$ cat src/rtl/rbl_pkg.sv
package rbl_pkg;
    localparam int BYTE_W = 8;
    localparam int WORD_W = 2 * BYTE_W;

    typedef enum logic [2:0] {
        SQ_IDLE,
        SQ_HI_W,
        SQ_HI_L,
        SQ_MID_W,
        SQ_MID_L,
        SQ_LO_W,
        SQ_LO_L
    } seq_e;

    typedef struct packed {
        logic hi;
        logic mid;
        logic lo;
    } lane_sel_t;
endpackage

$ cat src/rtl/rbl_result_hold.sv
module rbl_result_hold
    import rbl_pkg::*;
#(
    parameter int RES_BITS = 16
) (
    input  logic              clk,
    input  logic              rst_n,
    input  logic              done_i,
    input  logic [WORD_W-1:0] word_i,
    input  logic              pol_i,
    input  logic              ovr_i,
    input  logic              busy_i,
    output logic [WORD_W-1:0] word_o,
    output logic              pol_o,
    output logic              ovr_o,
    output logic              pend_o
);
    typedef struct packed {
        logic [WORD_W-1:0] word;
        logic              pol;
        logic              ovr;
        logic [WORD_W-1:0] p_word;
        logic              p_pol;
        logic              p_ovr;
        logic              pend;
    } hold_t;

    hold_t h_d, h_q;
    logic [WORD_W-1:0] in_masked;

    generate
        if (RES_BITS < WORD_W) begin : g_narrow
            localparam logic [WORD_W-1:0] KEEP = WORD_W'((1 << RES_BITS) - 1);
            assign in_masked = word_i & KEEP;
        end else begin : g_full
            assign in_masked = word_i;
        end
    endgenerate

    always_comb begin
        h_d = h_q;
        if (!busy_i) begin
            if (done_i) begin
                h_d.word = in_masked;
                h_d.pol  = pol_i;
                h_d.ovr  = ovr_i;
                h_d.pend = 1'b0;
            end else if (h_q.pend) begin
                h_d.word = h_q.p_word;
                h_d.pol  = h_q.p_pol;
                h_d.ovr  = h_q.p_ovr;
                h_d.pend = 1'b0;
            end
        end else if (done_i) begin
            h_d.p_word = in_masked;
            h_d.p_pol  = pol_i;
            h_d.p_ovr  = ovr_i;
            h_d.pend   = 1'b1;
        end
    end

    always_ff @(posedge clk) begin
        if (!rst_n) begin
            h_q <= '0;
        end else begin
            h_q <= h_d;
        end
    end

    assign word_o = h_q.word;
    assign pol_o  = h_q.pol;
    assign ovr_o  = h_q.ovr;
    assign pend_o = h_q.pend;
endmodule

$ cat src/rtl/rbl_byte_lane.sv
module rbl_byte_lane
    import rbl_pkg::*;
(
    input  lane_sel_t         sel_i,
    input  logic [WORD_W-1:0] word_i,
    input  logic              pol_i,
    input  logic              ovr_i,
    output logic [BYTE_W-1:0] byte_o
);
    always_comb begin
        byte_o = '0;
        if (sel_i.hi) begin
            byte_o = {pol_i, ovr_i, {(BYTE_W-2){1'b0}}};
        end else if (sel_i.mid) begin
            byte_o = word_i[WORD_W-1:BYTE_W];
        end else if (sel_i.lo) begin
            byte_o = word_i[BYTE_W-1:0];
        end
    end
endmodule

$ cat src/rtl/result_byte_link.sv
module result_byte_link
    import rbl_pkg::*;
#(
    parameter int RES_BITS = 16
) (
    input  logic              clk,
    input  logic              rst_n,
    input  logic [WORD_W-1:0] res_data_i,
    input  logic              res_pol_i,
    input  logic              res_ovr_i,
    input  logic              res_done_i,
    input  logic              mode_i,
    input  logic              send_i,
    input  logic              hi_en_i,
    input  logic              mid_en_i,
    input  logic              lo_en_i,
    input  logic              ce_ld_i,
    output logic              ctl_drive_o,
    output logic              hi_en_o,
    output logic              mid_en_o,
    output logic              lo_en_o,
    output logic              ld_n_o,
    output logic              bus_oe_o,
    output logic [BYTE_W-1:0] bus_o
);
    typedef struct packed {
        seq_e              seq;
        logic              mode_prev;
        logic              ctl;
        lane_sel_t         en;
        logic              ld_n;
        logic              oe;
        logic [BYTE_W-1:0] bus;
    } link_t;

    link_t s_d, s_q;

    logic [WORD_W-1:0] held_word;
    logic              held_pol, held_ovr, pend;
    logic              busy, start;
    lane_sel_t         sel_next;
    logic [BYTE_W-1:0] lane_byte;

    assign busy  = (s_q.seq != SQ_IDLE);
    assign start = !busy && ((mode_i && !s_q.mode_prev) ||
                             (mode_i && (res_done_i || pend)));

    rbl_result_hold #(.RES_BITS(RES_BITS)) hold_i (
        .clk    (clk),
        .rst_n  (rst_n),
        .done_i (res_done_i),
        .word_i (res_data_i),
        .pol_i  (res_pol_i),
        .ovr_i  (res_ovr_i),
        .busy_i (busy),
        .word_o (held_word),
        .pol_o  (held_pol),
        .ovr_o  (held_ovr),
        .pend_o (pend)
    );

    rbl_byte_lane lane_i (
        .sel_i  (sel_next),
        .word_i (held_word),
        .pol_i  (held_pol),
        .ovr_i  (held_ovr),
        .byte_o (lane_byte)
    );

    always_comb begin
        s_d           = s_q;
        s_d.mode_prev = mode_i;

        unique case (s_q.seq)
            SQ_IDLE:  if (start)  s_d.seq = SQ_HI_W;
            SQ_HI_W:  if (send_i) s_d.seq = SQ_HI_L;
            SQ_HI_L:              s_d.seq = SQ_MID_W;
            SQ_MID_W: if (send_i) s_d.seq = SQ_MID_L;
            SQ_MID_L:             s_d.seq = SQ_LO_W;
            SQ_LO_W:  if (send_i) s_d.seq = SQ_LO_L;
            SQ_LO_L:              s_d.seq = SQ_IDLE;
            default:              s_d.seq = SQ_IDLE;
        endcase

        if (s_d.seq != SQ_IDLE) begin
            sel_next.hi  = (s_d.seq == SQ_HI_L);
            sel_next.mid = (s_d.seq == SQ_MID_L);
            sel_next.lo  = (s_d.seq == SQ_LO_L);
            s_d.ctl  = 1'b1;
            s_d.en   = sel_next;
            s_d.oe   = |sel_next;
            s_d.ld_n = !(|sel_next);
        end else if (mode_i) begin
            sel_next = '0;
            s_d.ctl  = 1'b1;
            s_d.en   = '0;
            s_d.oe   = 1'b0;
            s_d.ld_n = 1'b1;
        end else begin
            sel_next.hi  = hi_en_i;
            sel_next.mid = mid_en_i;
            sel_next.lo  = lo_en_i;
            s_d.ctl  = 1'b0;
            s_d.en   = '0;
            s_d.oe   = !ce_ld_i && (|sel_next);
            s_d.ld_n = 1'b1;
        end
        s_d.bus = s_d.oe ? lane_byte : '0;
    end

    always_ff @(posedge clk) begin
        if (!rst_n) begin
            s_q.seq       <= SQ_IDLE;
            s_q.mode_prev <= 1'b0;
            s_q.ctl       <= 1'b0;
            s_q.en        <= '0;
            s_q.ld_n      <= 1'b1;
            s_q.oe        <= 1'b0;
            s_q.bus       <= '0;
        end else begin
            s_q <= s_d;
        end
    end

    assign ctl_drive_o = s_q.ctl;
    assign hi_en_o     = s_q.en.hi;
    assign mid_en_o    = s_q.en.mid;
    assign lo_en_o     = s_q.en.lo;
    assign ld_n_o      = s_q.ld_n;
    assign bus_oe_o    = s_q.oe;
    assign bus_o       = s_q.bus;
endmodule

$ cat config.mk
export PLATFORM = sky130hd
export DESIGN_NAME = result_byte_link
export DESIGN_NICKNAME = d
export VERILOG_FILES = /design/src/rtl/rbl_pkg.sv /design/src/rtl/rbl_result_hold.sv /design/src/rtl/rbl_byte_lane.sv /design/src/rtl/result_byte_link.sv
export SDC_FILE = /design/constraint.sdc
export NUM_CORES = 1
export LEC_CHECK = 0
export ABC_CLOCK_PERIOD_IN_PS = 1800
export BUFFER_PORTS_ARGS = -buffer_cell sky130_fd_sc_hd__buf_2
export CORE_MARGIN = 8
export CORE_UTILIZATION = 50
export CTS_CLUSTER_SIZE = 30
export DETAILED_ROUTE_END_ITERATION = 10
export GPL_TIMING_DRIVEN = 0
export PLACE_DENSITY_LB_ADDON = 0.05
export REMOVE_ABC_BUFFERS = 1
export SLEW_MARGIN = 15
export SYNTH_ARGS = -nofsm -noshare
export SYNTH_HDL_FRONTEND = slang
export SYNTH_HIERARCHICAL = 1
export SYNTH_SLANG_ARGS = --single-unit
$ cat constraint.sdc
create_clock -name clk -period 1.8 [get_ports clk]
set_clock_uncertainty 0.2 [all_clocks]
set_input_delay 0.18 -clock clk [delete_from_list [all_inputs] [get_ports clk]]
set_output_delay 0.18 -clock clk [all_outputs]
set_load 0.02 [all_outputs]
== Word-level counts from Yosys, hierarchy flattened ==
Cells that the tools add are included.

* Flip-flop bits (word level): 55
* Logic and storage cells: 63

* Bitwise logic cells: 3
* Multiplexer cells: 14
* Eq/ne operators: 8
* Reduce and logical (&&, ||, !) cells: 21

{| class="wikitable"
|+ Operators by type and width
! cell !! count
|-
| $mux 18 || 2
|-
| $mux 8 || 3
|-
| $mux 3 || 6
|-
| $pmux 3 s6 || 1
|-
| $eq 3x3->1 const B || 4
|-
| $mux 6 || 2
|-
| $eq 3x2->1 const B || 3
|-
| $reduce_or 3->1 || 3
|-
| $reduce_and 2->1 || 4
|-
| $reduce_bool 3->1 || 2
|-
| $logic_and 1x1->1 || 4
|-
| $logic_not 1->1 || 4
|-
| $eq 3x1->1 const B || 1
|-
| $logic_not 3->1 || 1
|-
| $not 1->1 || 3
|-
| $logic_or 1x1->1 || 2
|-
| $reduce_bool 2->1 || 1
|}

== Depth between registers and ports, before layout ==
* Depth after elaboration: 12
* Mapped depth: 8
* Gate-level depth less buffers: 6

== Hierarchy ==
Netlist, hierarchy kept.

{| class="wikitable"
|+ By module, submodules not included
! module !! instances !! cells each !! area each (µm²) !! sequential area each (µm²)
|-
| rbl_result_hold || 1 || 182 || 1639.1 || 740.7
|-
| result_byte_link || 1 || 78 || 742.0 || 360.3
|-
| rbl_byte_lane || 1 || 29 || 173.9 || 0.0
|}

== Least setup slack after synthesis ==
OpenSTA, ideal clock, no wires.

* Kind: register to register
* From: reg s_q[17] in the netlist's numbering
* To: reg hold_i.h_q, in the netlist hold_i/pol_o
* Cell stages (with the launch flop): 8
* Clock period less this slack: 1775 ps
* Setup slack: 25 ps
* Setup time: 69 ps
* Data arrival time: 1507 ps
* Data required time: 1531 ps
* Path buffers: 3
* Cells stage by stage: dfxtp_1 buf_6 nor3_2 inv_1 or3b_1 buf_2 buf_2 o21ai_1

* Cells in the longest elaborated chain, start to end: 3

{| class="wikitable"
|+ RTL lines
! what !! RTL line !! RTL
|-
| start, declared || result_byte_link.sv:36 || <nowiki>link_t s_d, s_q;</nowiki>
|-
| $reduce_bool 3->1 || result_byte_link.sv:44 || <nowiki>assign busy = (s_q.seq != SQ_IDLE);</nowiki>
|-
| named net busy || result_byte_link.sv:40 || <nowiki>logic busy, start;</nowiki>
|-
| $not 1->1 (no line) || n/a ||
|-
| $reduce_and 2->1 (no line) || n/a ||
|-
| end signal, assigned || rbl_result_hold.sv:64 || <nowiki>h_q <= '0;</nowiki>
|-
| end signal, assigned || rbl_result_hold.sv:66 || <nowiki>h_q <= h_d;</nowiki>
|-
| end, declared || rbl_result_hold.sv:28 || <nowiki>hold_t h_d, h_q;</nowiki>
|}

The timed path passes the listed nets, and every way through them passes these cells.
A chain may end at the register's enable or synchronous reset.

== Final worst setup path ==
* From: reg s_q[15] in the netlist's numbering
* To: reg s_q, in the netlist bus_o[4]

* Cells in the longest elaborated chain, start to end: 10
* Elaborated cells between the ends (all ways): 25
* Those cells by class: eq/ne (8); mux (9); bitwise (1); reduce/logical (7)

{| class="wikitable"
|+ RTL lines
! what !! RTL line !! RTL
|-
| $reduce_bool 3->1 * || result_byte_link.sv:44 ||
|-
| named net busy || result_byte_link.sv:40 ||
|-
| $logic_not 1->1 * || n/a ||
|-
| $logic_and 1x1->1 * || result_byte_link.sv:45 || <nowiki>assign start = !busy && ((mode_i && !s_q.mode_prev) ||</nowiki>
|-
| $mux 3 * || result_byte_link.sv:75 || <nowiki>SQ_IDLE: if (start) s_d.seq = SQ_HI_W;</nowiki>
|-
| $pmux 3 s6 * || result_byte_link.sv:74 || <nowiki>unique case (s_q.seq)</nowiki>
|-
| $eq 3x2->1 (tied with other cells) || result_byte_link.sv:86 || <nowiki>sel_next.hi = (s_d.seq == SQ_HI_L);</nowiki>
|-
| $reduce_or 3->1 || result_byte_link.sv:91 || <nowiki>s_d.oe = |sel_next;</nowiki>
|-
| $mux 6 || result_byte_link.sv:85 || <nowiki>if (s_d.seq != SQ_IDLE) begin</nowiki>
|-
| $not 1->1 (no line) || n/a ||
|-
| $reduce_or 3->1 (no line) || n/a ||
|}

Mark *: on every way through the listed nets, which the timed path passes. The rest lies on a longest branch.

==> load_flow_metrics.sql <==
INSERT INTO impl_metrics (metric_group, metric, value, unit) VALUES
('finish', 'final.fill_count', '448', ''),
('yosys', 'synth_cell_types', '35', ''),
('timing', 'final.setup.tns', '-0.152', 'ns'),
('yosys', 'synthesized_area_per_cell', '8.84', 'um^2'),
('clocking', 'clock_insertion_delay_at_the_later_pin_of_the_skew_report', '0.31', 'ns'),
('finish', 'nets', '354', ''),
('detailed_routing', 'drt_pass1_iterations', '4', ''),
('yosys', 'synth-warning-count', '6', ''),
('floorplanning', 'initial_utilization', '51.0', '%'),
('clocking', 'cts_tree', 'yes', ''),
('clocking', 'cts_made_buffers', '5', ''),
('worst_setup_path', 'crit_type', 'reg -> reg', ''),
('global_routing', 'grt_pass1_wl', '9710', 'um'),
('worst_setup_path', 'path_buf_inv', '2', ''),
('worst_setup_path', 'max_fo_critical_path', '6', ''),
('global_routing', 'grt_antenna_before_repair', '0', ''),
('floorplanning', 'die-area', '0.00765', 'mm^2'),
('yosys', 'synth.yosys.seq_area_share', '43.1', '%'),
('global_routing', 'grt_overflow_total', '0', ''),
('power_and_ir_drop', 'vdd_drop_max', '0.556', 'mV'),
('finish', 'proportion_of_layout_cells_with_a_drive_suffix_above_1', '29.0', '%'),
('outcome', 'violations', 'negative setup slack', ''),
('timing', 'max_freq', '540', 'MHz'),
('detailed_routing', 'route.vias.total', '2093', ''),
('worst_setup_path', 'timing.critical_path.arrival', '1.88', 'ns'),
('finish', 'syn_to_final_growth', '23.1', '%'),
('detailed_routing', 'drt_iter0_markers', '64', ''),
('power_and_ir_drop', 'power_per_cell_area', '821', 'mW/mm^2'),
('placement', 'number_of_port_buffers', '40', ''),
('clocking', 'tritoncts_sinks', '55', ''),
('timing', 'setup_violations', '8', ''),
('detailed_routing', 'drt-vias-per-instance', '5.26', ''),
('clocking', 'cts_max_level', '2', ''),
('timing', 'grt_setup_unrepaired', 'true', ''),
('outcome', 'status', 'finished with violations', ''),
('finish', 'mostFrequentLayoutCell', 'dfxtp_1', ''),
('placement', 'place_hpwl', '3310', 'um'),
('timing', 'final-max-slew-violation-count', '0', ''),
('global_routing', 'number_of_global_route_vias_before_repair', '2042', ''),
('floorplanning', 'pin_count', '41', ''),
('yosys', 'ys_seq_elements', '55', ''),
('floorplanning', 'core_area', '0.00501', 'mm^2'),
('detailed_routing', 'drt_wl_total', '6120', 'um'),
('finish', 'antenna_cells', '0', ''),
('floorplanning', 'die_x', '87.5', 'um'),
('worst_setup_path', 'element_type_at_the_critical_path_end', 'register', ''),
('global_routing', 'largest_net_degree_at_the_start_of_global_routing', '47', ''),
('timing', 'final.setup.worst_slack', '-0.0514', 'ns'),
('yosys', 'async_flop_share', '0', '%'),
('yosys', 'number_of_synthesized_flops_with_an_enable_pin', '0', ''),
('worst_setup_path', 'cp.required', '1.83', 'ns'),
('timing', 'tightest_slew', '0.839', 'ns'),
('detailed_routing', 'count_of_antenna_violating_nets_left_after_detailed_routing', '0', ''),
('timing', 'final_hold_viol_count', '0', ''),
('timing', 'timing.slew.headroom', '44.1', '%'),
('placement', 'global_placement_routability_congestion', '0.764', ''),
('worst_setup_path', 'critical_path.cell_chain', 'nor3_4 -> clkinvlp_4 -> buf_6 -> a211o_4 -> a21boi_2', ''),
('job', 'drv_cap', '0', ''),
('worst_setup_path', 'worst_path_dominant_cell_family', 'compound AO/OA/AOI/OAI gates', ''),
('yosys', 'syn-cell-area', '0.00255', 'mm^2'),
('power_and_ir_drop', 'leakage_dissipation', '1.22', 'nW'),
('worst_setup_path', 'slowest_delay', '0.38', 'ns'),
('power_and_ir_drop', 'power.total', '2.58', 'mW'),
('floorplanning', 'placementRows', '26', ''),
('timing', 'fin_crit_sh', '103', '%'),
('clocking', 'clock_tree.root_cell', 'clkbuf_8', ''),
('clocking', 'path_clk_slew', '0.09', 'ns'),
('finish', 'multi_input_area', '0.00133', 'mm^2'),
('clocking', 'clk_path_buf_depth', '2', ''),
('yosys', 'synthFlopType', 'dfxtp_1', ''),
('worst_setup_path', 'cp-start-kind', 'register', ''),
('detailed_routing', 'route.detailed.wl_per_inst', '15.4', 'um'),
('placement', 'detailedPlace.worstSlack', '-0.735', 'ns'),
('global_routing', 'gr-usage-all-layers', '16.2', '%'),
('worst_setup_path', 'max_stage_delay_cell_worst_path', 'dfxtp_4', ''),
('floorplanning', 'die-height', '87.5', 'um'),
('timing', 'finalCriticalPeriod', '1.85', 'ns'),
('yosys', 'syn_inst', '289', ''),
('detailed_routing', 'remaining_drc_errors', '0', ''),
('finish', 'final_cell_mix', 'dfxtp_1 (52), nand2_1 (49), buf_2 (40)', ''),
('finish', 'area.sequential', '0.00111', 'mm^2'),
('hold_path', 'hold_path.class', 'in -> reg', '');
[layout make-up]
cell class / count / area share, %
Clock buffer: 8 / 3.18
Inverter: 4 / 0.597
Multi-Input combinational cell: 190 / 42.1
Sequential cell: 55 / 35.4
Tap cell: 70 / 2.78
Timing Repair Buffer: 70 / 15.7
Timing Repair inverter: 1 / 0.239
[power breakdown]
group,total [mW],internal (mW),switching [mW]
logic,0.518,0.232,0.286
clock network,0.746,0.352,0.394
registers,1.32,1.28,0.0371
[layer usage]
layer  track usage, %  part of all wire, %  vias to the layer above
met3             4.25                  5.4                        7
met5                0                    0                        -
met2             27.5                   47                       48
met4             5.31                  1.6                        0
met1             19.1                   46                      975
li1                 -                    -                     1063
[synthesized netlist by cell type, drive strengths merged, types with 4 or more instances]
cell    instances  area (um^2)
nand3b          8         60.1
nand2          50          188
and2            4         25.0
a21oi          14         77.6
o211ai         18          135
dfxtp          55         1100
buf            39          272
inv             4         15.0
nor2            7         26.3
clkbuf          6         23.8
a21boi         26          199
mux2i          18          180
o21ai          19         95.1
[repair_timing]
item,CTS,global route
pin swaps,4,18
setup buffers,10,2
gates cloned,2,4
hold buffers,18,0
resized for setup,28,24
setup endpoints to repair,45,45
endpoints found under the hold margin,35,0
[worst register-to-register path: cells and delay by family, from the launching register on]
kind	cells	cell delay [ns]
AO/OA/AOI/OAI	2	0.53
buffers and inverters	2	0.40
flip-flops	1	0.38
AND/OR/NAND/NOR	1	0.28
[flip-flops by register name (all words and copies together) (netlist names), 4 cells and up]
signal and flops:
bus_o 8, hold_i/h_q 18, hold_i/word_o 16, s_q 4
[cells by family after synthesis]
logic type             count (synthesis)  synth area share, %
and+or+nand+nor                       83                 15.4
buffers and inverters                 49                 12.1
DFF                                   55                 43.1
AOI/OAI and AO/OA                     84                 22.3
muxes                                 18                 7.05
[final timing paths]
path	end	depth (start not counted)	slack, ns	startpoint
setup reg to reg	bus_o[4]	5	-0.05	s_q[15]
hold reg to reg	hold_i/h_q[1]	2	0.27	hold_i/h_q[1]
setup / recovery	bus_o[4]	5	-0.05	s_q[15]
hold / removal	s_q[14]	2	0.02	mode_i
[per-stage QoR]
step | hold WS (ns) | util (%) | instance area [um^2] | std cells
finish | 0.0173 | 62.8 | 3150 | 398
detailed placement | 0.251 | 50.9 | 2550 | 354
CTS | 0.00683 | 60.5 | 3030 | 392
global route | 0.0107 | 62.8 | 3150 | 398
floorplan | 0.0975 | - | 2260 | 244
global placement | 0.244 | 50.8 | 2550 | 354
No activity file was read; power rests on OpenSTA's default activity.
